===== config.mk =====
export PLATFORM = sky130hd
export DESIGN_NAME = hop_grid_top
export DESIGN_NICKNAME = d
export VERILOG_FILES = /design/src/rtl/hop_pkg.sv /design/src/rtl/hop_fwd.sv /design/src/rtl/hop_reply.sv /design/src/rtl/hop_node.sv /design/src/rtl/hop_grid_top.sv
export SDC_FILE = /design/constraint.sdc
export NUM_CORES = 1
export LEC_CHECK = 0
export ABC_AREA = 1
export ABC_CLOCK_PERIOD_IN_PS = 5000
export CAP_MARGIN = 0
export CORE_ASPECT_RATIO = 1.1
export CORE_MARGIN = 1
export CORE_UTILIZATION = 35
export CTS_CLUSTER_SIZE = 28
export DETAILED_ROUTE_END_ITERATION = 16
export PLACE_DENSITY_LB_ADDON = 0.05
export SLEW_MARGIN = 0
export SYNTH_ARGS = -nofsm -noshare
export SYNTH_HDL_FRONTEND = slang
export SYNTH_SLANG_ARGS = --single-unit
export TNS_END_PERCENT = 20

===== constraint.sdc =====
create_clock -name clk -period 5 [get_ports clk]
set_input_delay 1.25 -clock clk [delete_from_list [all_inputs] [get_ports clk]]
set_output_delay 1.25 -clock clk [all_outputs]
set_load 0.1 [all_outputs]

===== src/rtl/hop_pkg.sv =====
package hop_pkg;
   typedef enum logic {
      ARR_WEST  = 1'b0,
      ARR_SOUTH = 1'b1
   } arr_side_e;
endpackage


===== src/rtl/hop_fwd.sv =====
module hop_fwd
   import hop_pkg::*;
#(
   parameter int FIELD_W = 8
) (
   input  logic               clk,
   input  logic               rst_n,
   input  logic               en,
   input  logic               w_vld,
   input  logic [FIELD_W-1:0] w_east,
   input  logic [FIELD_W-1:0] w_north,
   input  logic               s_vld,
   input  logic [FIELD_W-1:0] s_east,
   input  logic [FIELD_W-1:0] s_north,
   output logic               e_vld,
   output logic               n_vld,
   output logic [FIELD_W-1:0] fwd_east,
   output logic [FIELD_W-1:0] fwd_north,
   output logic               hit,
   output arr_side_e          arr_dir
);
   initial assert (FIELD_W >= 1) else $error("hop_fwd: FIELD_W must be positive");

   function automatic logic [FIELD_W-1:0] dec_sat(input logic [FIELD_W-1:0] v);
      return (v == '0) ? v : v - 1'b1;
   endfunction

   logic               take;
   logic [FIELD_W-1:0] cur_east, cur_north;
   logic               east_nz, north_nz;
   arr_side_e          arr_q, arr_now;

   always_comb begin
      take     = en && (w_vld || s_vld);
      cur_east  = w_vld ? w_east  : s_east;
      cur_north = w_vld ? w_north : s_north;
      arr_now  = w_vld ? ARR_WEST : ARR_SOUTH;
      east_nz  = (cur_east  != '0);
      north_nz = (cur_north != '0);
      hit      = take && !east_nz && !north_nz;
      arr_dir  = take ? arr_now : arr_q;
   end

   always_ff @(posedge clk) begin
      if (!rst_n) begin
         e_vld     <= 1'b0;
         n_vld     <= 1'b0;
         fwd_east  <= '0;
         fwd_north <= '0;
         arr_q     <= ARR_WEST;
      end else begin
         e_vld <= take && east_nz;
         n_vld <= take && !east_nz && north_nz;
         if (take) begin
            arr_q     <= arr_now;
            fwd_east  <= dec_sat(cur_east);
            fwd_north <= east_nz ? cur_north : dec_sat(cur_north);
         end
      end
   end

   p_east_dec_r2: assert property (@(posedge clk) disable iff (!rst_n)
      (e_vld && $past(w_vld)) |-> (fwd_east == $past(w_east) - 1'b1 && fwd_north == $past(w_north)));

   p_north_zero_east_r3: assert property (@(posedge clk) disable iff (!rst_n)
      n_vld |-> (fwd_east == '0));

   p_fwd_onehot_r3: assert property (@(posedge clk) disable iff (!rst_n)
      $onehot0({e_vld, n_vld}));
endmodule


===== src/rtl/hop_reply.sv =====
module hop_reply
   import hop_pkg::*;
(
   input  logic      clk,
   input  logic      rst_n,
   input  logic      en,
   input  logic      hit,
   input  arr_side_e arr_dir,
   input  logic      rin_e,
   input  logic      rin_n,
   output logic      rout_w,
   output logic      rout_s
);
   logic go;

   always_comb go = en && (hit || rin_e || rin_n);

   always_ff @(posedge clk) begin
      if (!rst_n) begin
         rout_w <= 1'b0;
         rout_s <= 1'b0;
      end else begin
         rout_w <= go && (arr_dir == ARR_WEST);
         rout_s <= go && (arr_dir == ARR_SOUTH);
      end
   end

   p_reply_cause_r5: assert property (@(posedge clk) disable iff (!rst_n)
      (rout_w || rout_s) |-> $past(hit || rin_e || rin_n));
endmodule


===== src/rtl/hop_node.sv =====
module hop_node
   import hop_pkg::*;
#(
   parameter int FIELD_W = 8
) (
   input  logic               clk,
   input  logic               rst_n,
   input  logic               self_ok,
   input  logic               w_vld,
   input  logic [FIELD_W-1:0] w_east,
   input  logic [FIELD_W-1:0] w_north,
   input  logic               s_vld,
   input  logic [FIELD_W-1:0] s_east,
   input  logic [FIELD_W-1:0] s_north,
   output logic               e_vld,
   output logic               n_vld,
   output logic [FIELD_W-1:0] fwd_east,
   output logic [FIELD_W-1:0] fwd_north,
   input  logic               rin_e,
   input  logic               rin_n,
   output logic               rout_w,
   output logic               rout_s
);
   logic      hit;
   arr_side_e arr_dir;

   hop_fwd #(.FIELD_W(FIELD_W)) u_fwd (
      .clk(clk), .rst_n(rst_n), .en(self_ok),
      .w_vld(w_vld), .w_east(w_east), .w_north(w_north),
      .s_vld(s_vld), .s_east(s_east), .s_north(s_north),
      .e_vld(e_vld), .n_vld(n_vld), .fwd_east(fwd_east), .fwd_north(fwd_north),
      .hit(hit), .arr_dir(arr_dir)
   );

   hop_reply u_rep (
      .clk(clk), .rst_n(rst_n), .en(self_ok), .hit(hit), .arr_dir(arr_dir),
      .rin_e(rin_e), .rin_n(rin_n), .rout_w(rout_w), .rout_s(rout_s)
   );

   p_bad_silent_r6: assert property (@(posedge clk) disable iff (!rst_n)
      (!self_ok && $past(!self_ok)) |-> !(e_vld || n_vld || rout_w || rout_s));

   p_hit_no_fwd_r4: assert property (@(posedge clk) disable iff (!rst_n)
      hit |=> !(e_vld || n_vld));
endmodule


===== src/rtl/hop_grid_top.sv =====
module hop_grid_top #(
   parameter int COLS    = 4,
   parameter int ROWS    = 4,
   parameter int FIELD_W = 8
) (
   input  logic                 clk,
   input  logic                 rst_n,
   input  logic                 inj_valid,
   input  logic [FIELD_W-1:0]   inj_north,
   input  logic [FIELD_W-1:0]   inj_east,
   input  logic [ROWS*COLS-1:0] node_ok,
   output logic                 rsp_pulse
);
   localparam int NODES = ROWS * COLS;

   initial begin
      assert (COLS >= 1 && ROWS >= 1) else $error("hop_grid_top: grid must be non-empty");
      assert (NODES <= 1024) else $error("hop_grid_top: grid too large");
      assert (COLS <= (1 << FIELD_W) && ROWS <= (1 << FIELD_W))
         else $error("hop_grid_top: FIELD_W cannot address the grid");
   end

   logic               fe_vld    [ROWS][COLS];
   logic               fn_vld    [ROWS][COLS];
   logic [FIELD_W-1:0] f_east    [ROWS][COLS];
   logic [FIELD_W-1:0] f_north   [ROWS][COLS];
   logic               rw        [ROWS][COLS];
   logic               rs        [ROWS][COLS];

   for (genvar r = 0; r < ROWS; r++) begin : g_row
      for (genvar c = 0; c < COLS; c++) begin : g_col
         logic               wv, sv, re, rn;
         logic [FIELD_W-1:0] we, wn, se, sn;

         if (c == 0) begin : g_wedge
            if (r == 0) begin : g_entry
               assign wv = inj_valid;
               assign we = inj_east;
               assign wn = inj_north;
            end else begin : g_wall
               assign wv = 1'b0;
               assign we = '0;
               assign wn = '0;
            end
         end else begin : g_wlink
            assign wv = fe_vld[r][c-1];
            assign we = f_east[r][c-1];
            assign wn = f_north[r][c-1];
         end

         if (r == 0) begin : g_sedge
            assign sv = 1'b0;
            assign se = '0;
            assign sn = '0;
         end else begin : g_slink
            assign sv = fn_vld[r-1][c];
            assign se = f_east[r-1][c];
            assign sn = f_north[r-1][c];
         end

         if (c == COLS-1) begin : g_eedge
            assign re = 1'b0;
         end else begin : g_elink
            assign re = rw[r][c+1];
         end

         if (r == ROWS-1) begin : g_nedge
            assign rn = 1'b0;
         end else begin : g_nlink
            assign rn = rs[r+1][c];
         end

         hop_node #(.FIELD_W(FIELD_W)) u_node (
            .clk(clk), .rst_n(rst_n), .self_ok(node_ok[r*COLS+c]),
            .w_vld(wv), .w_east(we), .w_north(wn),
            .s_vld(sv), .s_east(se), .s_north(sn),
            .e_vld(fe_vld[r][c]), .n_vld(fn_vld[r][c]),
            .fwd_east(f_east[r][c]), .fwd_north(f_north[r][c]),
            .rin_e(re), .rin_n(rn),
            .rout_w(rw[r][c]), .rout_s(rs[r][c])
         );
      end
   end

   assign rsp_pulse = rw[0][0];

   p_pulse_single_r5: assert property (@(posedge clk) disable iff (!rst_n)
      rsp_pulse |=> !rsp_pulse);

   p_entry_no_south_r8: assert property (@(posedge clk) disable iff (!rst_n)
      !rs[0][0]);
endmodule


* After elaboration in Yosys (flattened, before gate mapping)
Cells that the tools add are included.
Operators by class: bitwise gates (word level) 13, reductions and logical operators 240, mux-type cells 100, add/sub/neg operators 30
Operators with widths (number):
- $mux W8 | 71
- $reduce_bool A8 Y1 | 32
- $logic_not A8 Y1 | 30
- $sub A8 B1 Y8 const B | 30
- $logic_and A1 B1 Y1 | 113
- $logic_or A1 B1 Y1 | 33
- $logic_not A1 Y1 | 32
- $mux W1 | 29
- $not A1 Y1 | 13
Storage, ports and cells: register bits after elaboration 305, output and inout port bits 1

* Logic depth before layout (Yosys ltp)
word-level depth 9, gate-level depth with buffers 16, depth with buffers taken out 14

* By module
Synthesis repeated with hierarchy kept, for this count alone.
Unflattened totals: cells, all modules 3746, area, all modules 23343.6 µm²
By module, submodules not included:
- hop_fwd at g_row[0].g_col[0].u_node.u_fwd ... | area each 1358.8 µm², cells an instance 219, instances 11, seq. area each 380.4 µm²
- hop_fwd at g_row[3].g_col[0].u_node.u_fwd ... | area each 1471.4 µm², cells an instance 235, instances 4, seq. area each 380.4 µm²
- hop_fwd at g_row[2].g_col[3].u_node.u_fwd | area each 1326.3 µm², cells an instance 220, instances 1, seq. area each 380.4 µm²
- hop_reply | area each 73.8 µm², cells an instance 11, instances 16, seq. area each 40.0 µm²
- hop_grid_top | area each 3.8 µm², cells an instance 1, instances 1, seq. area each 0.0 µm²

* Least setup slack after synthesis
Ideal clock, no wire load.
kind input-to-reg, start in inj_valid, end reg g_row[0].g_col[0].u_node.u_fwd.fwd_north[4], data required time 4891 ps, path buffers 2, arrival time 2565 ps, setup slack 2326 ps, stages on the path 13, setup time 109 ps, cell sequence buf_4 buf_6 nand2_1 ha_1 nand2_1 nor2_1 nand2_1 inv_1 nand2_1 o21ai_0 nand3_1 nand2_1 inv_1
On the way: cells in the longest elaborated chain, start to end 4, elaborated cells on any way between the ends 8
RTL lines:
- start, declared | line hop_grid_top.sv:8 | input logic inj_valid,
- $mux W8 | line hop_fwd.sv:36 | cur_north = w_vld ? w_north : s_north;
- $sub A8 B1 Y8 or $logic_not A8 Y1 (tied branches) | line hop_fwd.sv:25 | return (v == '0) ? v : v - 1'b1;
- $mux W8 | line hop_fwd.sv:25
- $mux W8 | line hop_fwd.sv:57 | fwd_north <= east_nz ? cur_north : dec_sat(cur_north);
- end signal, assigned | line hop_fwd.sv:57
- end, declared | line hop_fwd.sv:18 | output logic [FIELD_W-1:0] fwd_north,
Parallel ways exist; a longest one is shown, timed or not. A chain may end at the register's enable or synchronous reset.

* Worst setup path after layout
start reg g_row[0].g_col[0].u_node.u_rep.rout_w, end out rsp_pulse
RTL lines:
- start, declared | line hop_reply.sv:11 | output logic rout_w,
- start signal, assigned | line hop_reply.sv:23 | rout_w <= go && (arr_dir == ARR_WEST);
- end, declared | line hop_grid_top.sv:12 | output logic rsp_pulse
No word-level cell between the ends.

==> impl_metrics.tcl <==
set metrics [dict create \
    r2r_end "g_row[1].g_col[3].u_node.u_rep.rout_s" \
    final_cells 3548 \
    timing.fmax_mhz 304.0 \
    io_buffers 35 \
    drtPass1Iterations 7 \
    synth_xor_area_frac 0.04761 \
    drive_gt1_frac 0.06474 \
    fin_tns_setup_ns 0 \
    async_flop_share 0 \
    dieWidth_um 221.7 \
    synth_cell_types 52 \
    path_class "register to output pin" \
    regArea_mm2 0.006106 \
    synth.area.mux_share 0.0007407 \
    synth_adder_area_share 0.04040 \
    grt_use_total 0.2105 \
    cp_num_buf_inv 1 \
    placed_cell_area_mm2 0.01930 \
    hold-path-cell-count 2 \
    totalWireLength_um 57090 \
    crit_family "buffers and inverters" \
    cts_tree "done" \
    fillerInstances 5758 \
    grt_pass1_vias 16530 \
    finalCritPeriodShare 0.6579 \
    nNetsFinal 2943 \
    min_from "g_row[0].g_col[2].u_node.u_fwd.arr_q" \
    hpwl_um 44410 \
    reg2reg_from "g_row[1].g_col[2].u_node.u_fwd.e_vld" \
    synth_nets 2946 \
    final_common_cell "nand2_1" \
    status "finished, final reports clean" \
    slew_viol_final 0 \
    antennaDiodeCount 0 \
    clock-root-buffer "clkbuf_16" \
    fin_crit_ns 3.289 \
    via_per_inst 4.850 \
    reg2reg_depth 11 \
    grt_setup_unrepaired "false" \
    synth_edf_count 0 \
    critPathLaunchType "register" \
    clk_latency_ns 0.56 \
    place_congestion 0.8845 \
    timing.critical_path.from "g_row[0].g_col[0].u_node.u_rep.rout_w" \
    ant_nets 0 \
    total_power_w 0.005620 \
    whs_endpoint "g_row[0].g_col[2].u_node.u_fwd.arr_q" \
    synthesis.instances 2851 \
    synth-compound-area-share 0.1458 \
    grt_antenna_before_repair 0 \
    synth_seq_area_share 0.3286 \
    cts-htree-levels 2 \
    wl_per_cell_um 16.09 \
    area_growth_pct 10.73 \
    design_area_mm2 0.02057 \
    vias 17210 \
    yosys_most_used_dff "dfxtp_1" \
    fp.coreArea_mm2 0.05241 \
    slowest_stage "clkdlybuf4s50_1" \
    yosysWarnings 0 \
    critPathArrivalTime_ns 2.04 \
    rows 88 \
    holdBufCountCts 0 \
    max_stage_delay_ns 1.14 \
    dieArea_mm2 0.05402 \
    synth_area_per_cell_um2 6.518 \
    path_cells "clkdlybuf4s50_1" \
    path_max_fanout 1 \
    die_h_um 243.7 \
    cp.required_ns 3.75 \
    yosys.area_share.simple 0.3314 \
    cts.sinks 305 \
    cap_violations 0 \
    final_cell_mix "nand2_1 (845), inv_1 (352), dfxtp_1 (305), nor2_1 (218), nand3_1 (209)" \
    min_path_type "register to register" \
    ff2ff_setup_slack_ns 2.00 \
    synth_area_mm2 0.01858 \
    cts_made_buffers 38 \
    grt.overflow.total 0 \
    worst_pin_slew_ns 1.018 \
    setup.worst_path.end_class "output pin" \
    clockBufferDepth 3 \
    drc 0 \
    ys_ff_latch 305 \
    grt_pass1_wl_um 90270 \
    ios 36 \
    skew_ns 0.01286 \
    post_cts_buffers 0 \
    powerDensity_mw_per_mm2 273.1 \
    cts-resized-gates 0 \
    grt_max_degree 79 \
    hold_viol 0 \
    setup_viol 0 \
    multi_input_area_mm2 0.01052 \
    leakagePower_nw 9.696 \
    vdd_ir_drop_max_uv 199.0 \
    dp_cells 3483 \
    maxSlewHeadroom 0.3206 \
    synth_top_family_by_area "simple AND/OR/NAND/NOR gates" \
    start_util 0.3545 \
    clkSlewWorstSetupHoldPaths_ns 0.05 \
    drtIter0Drc 797 \
]
[cell usage after synthesis, types with 5 or more instances]
cell type,n,share of area
o21bai_1,6,0.0024
buf_6,19,0.012
clkbuf_1,36,0.0073
o31ai_1,5,0.0020
nor2_4,8,0.0048
o21ai_1,59,0.016
a21oi_1,131,0.035
o21ai_2,25,0.012
xor2_1,79,0.037
nor2_2,24,0.0081
o21a_1,5,0.0020
nor3_1,32,0.0086
o21ai_0,190,0.051
o22ai_1,30,0.010
buf_4,10,0.0040
o211ai_1,8,0.0032
buf_2,17,0.0046
ha_1,60,0.040
inv_1,353,0.071
nand4_1,46,0.015
dfxtp_1,305,0.33
nand2_2,15,0.0051
inv_2,20,0.0040
nand3b_1,15,0.0061
nand3_2,6,0.0032
nor2_1,218,0.044
xnor2_1,22,0.010
nand3_1,209,0.056
nand2_1,845,0.17
[worst min-delay path, delay by kind of cell, from the launching register on]
kind                   cells  cell delay [ns]
and+or+nand+nor            1             0.04
DFF                        1             0.29
buffers and inverters      1             0.06
[flip-flops by register name (all words and copies together) (netlist names)]
signal and cells:
g_row.g_col.u_node.u_fwd.arr_q 16, g_row.g_col.u_node.u_fwd.e_vld 12, g_row.g_col.u_node.u_fwd.fwd_east 120, g_row.g_col.u_node.u_fwd.fwd_north 120
g_row.g_col.u_node.u_fwd.n_vld 12, g_row.g_col.u_node.u_rep.rout_s 12, g_row.g_col.u_node.u_rep.rout_w 13
[stage by stage]
step           utilization  hold WS, ns  setup WS, ns
6_report            0.3926       0.4425         1.711
5_1_grt             0.3926       0.4655         1.527
4_1_cts             0.3926       0.4451         1.672
3_5_place_dp        0.3682       0.4372         1.154
3_3_place_gp        0.3682       0.4290         1.200
2_1_floorplan            -       0.4130         2.326
[cell type report]
type | count | area share
Inverter | 379 | 0.06963
Clock buffer | 50 | 0.05443
Multi-Input combinational cell | 2082 | 0.5111
Tap cell | 675 | 0.04105
Sequential cell | 305 | 0.2968
Clock inverter | 15 | 0.007541
Timing Repair Buffer | 42 | 0.01946
[cells by family after synthesis]
kind of cell	Yosys count
fa+ha+maj	60
xor+xnor	101
simple gates	1439
compound gates	481
mux	1
buf+inv	464
flops	305
[worst max path at each step]
stage,cells past startpoint,end,slack (ns)
2_1_floorplan,13,g_row[0].g_col[0].u_node.u_fwd.fwd_north[4],2.33
3_3_place_gp,6,g_row[0].g_col[0].u_node.u_fwd.fwd_east[6],1.20
3_5_place_dp,6,g_row[0].g_col[0].u_node.u_fwd.fwd_east[6],1.15
4_1_cts,1,rsp_pulse,1.67
5_1_grt,6,g_row[0].g_col[0].u_node.u_fwd.fwd_east[6],1.53
6_report,1,rsp_pulse,1.71
[metal layers]
layer	global-route usage	up-vias	share of wire
met1	0.2461	7731	0.44
met3	0.02581	86	0.025
met4	0.07006	0	0.031
met5	0	-	0
met2	0.3934	232	0.51
li1	-	9159	-
[where the power goes]
group / internal (W) / switching (W)
combinational: 0.000103 / 0.000204
clock: 0.00172 / 0.00112
sequential: 0.00244 / 0.0000236
Note: power is estimated with default switching activity, not from simulation.
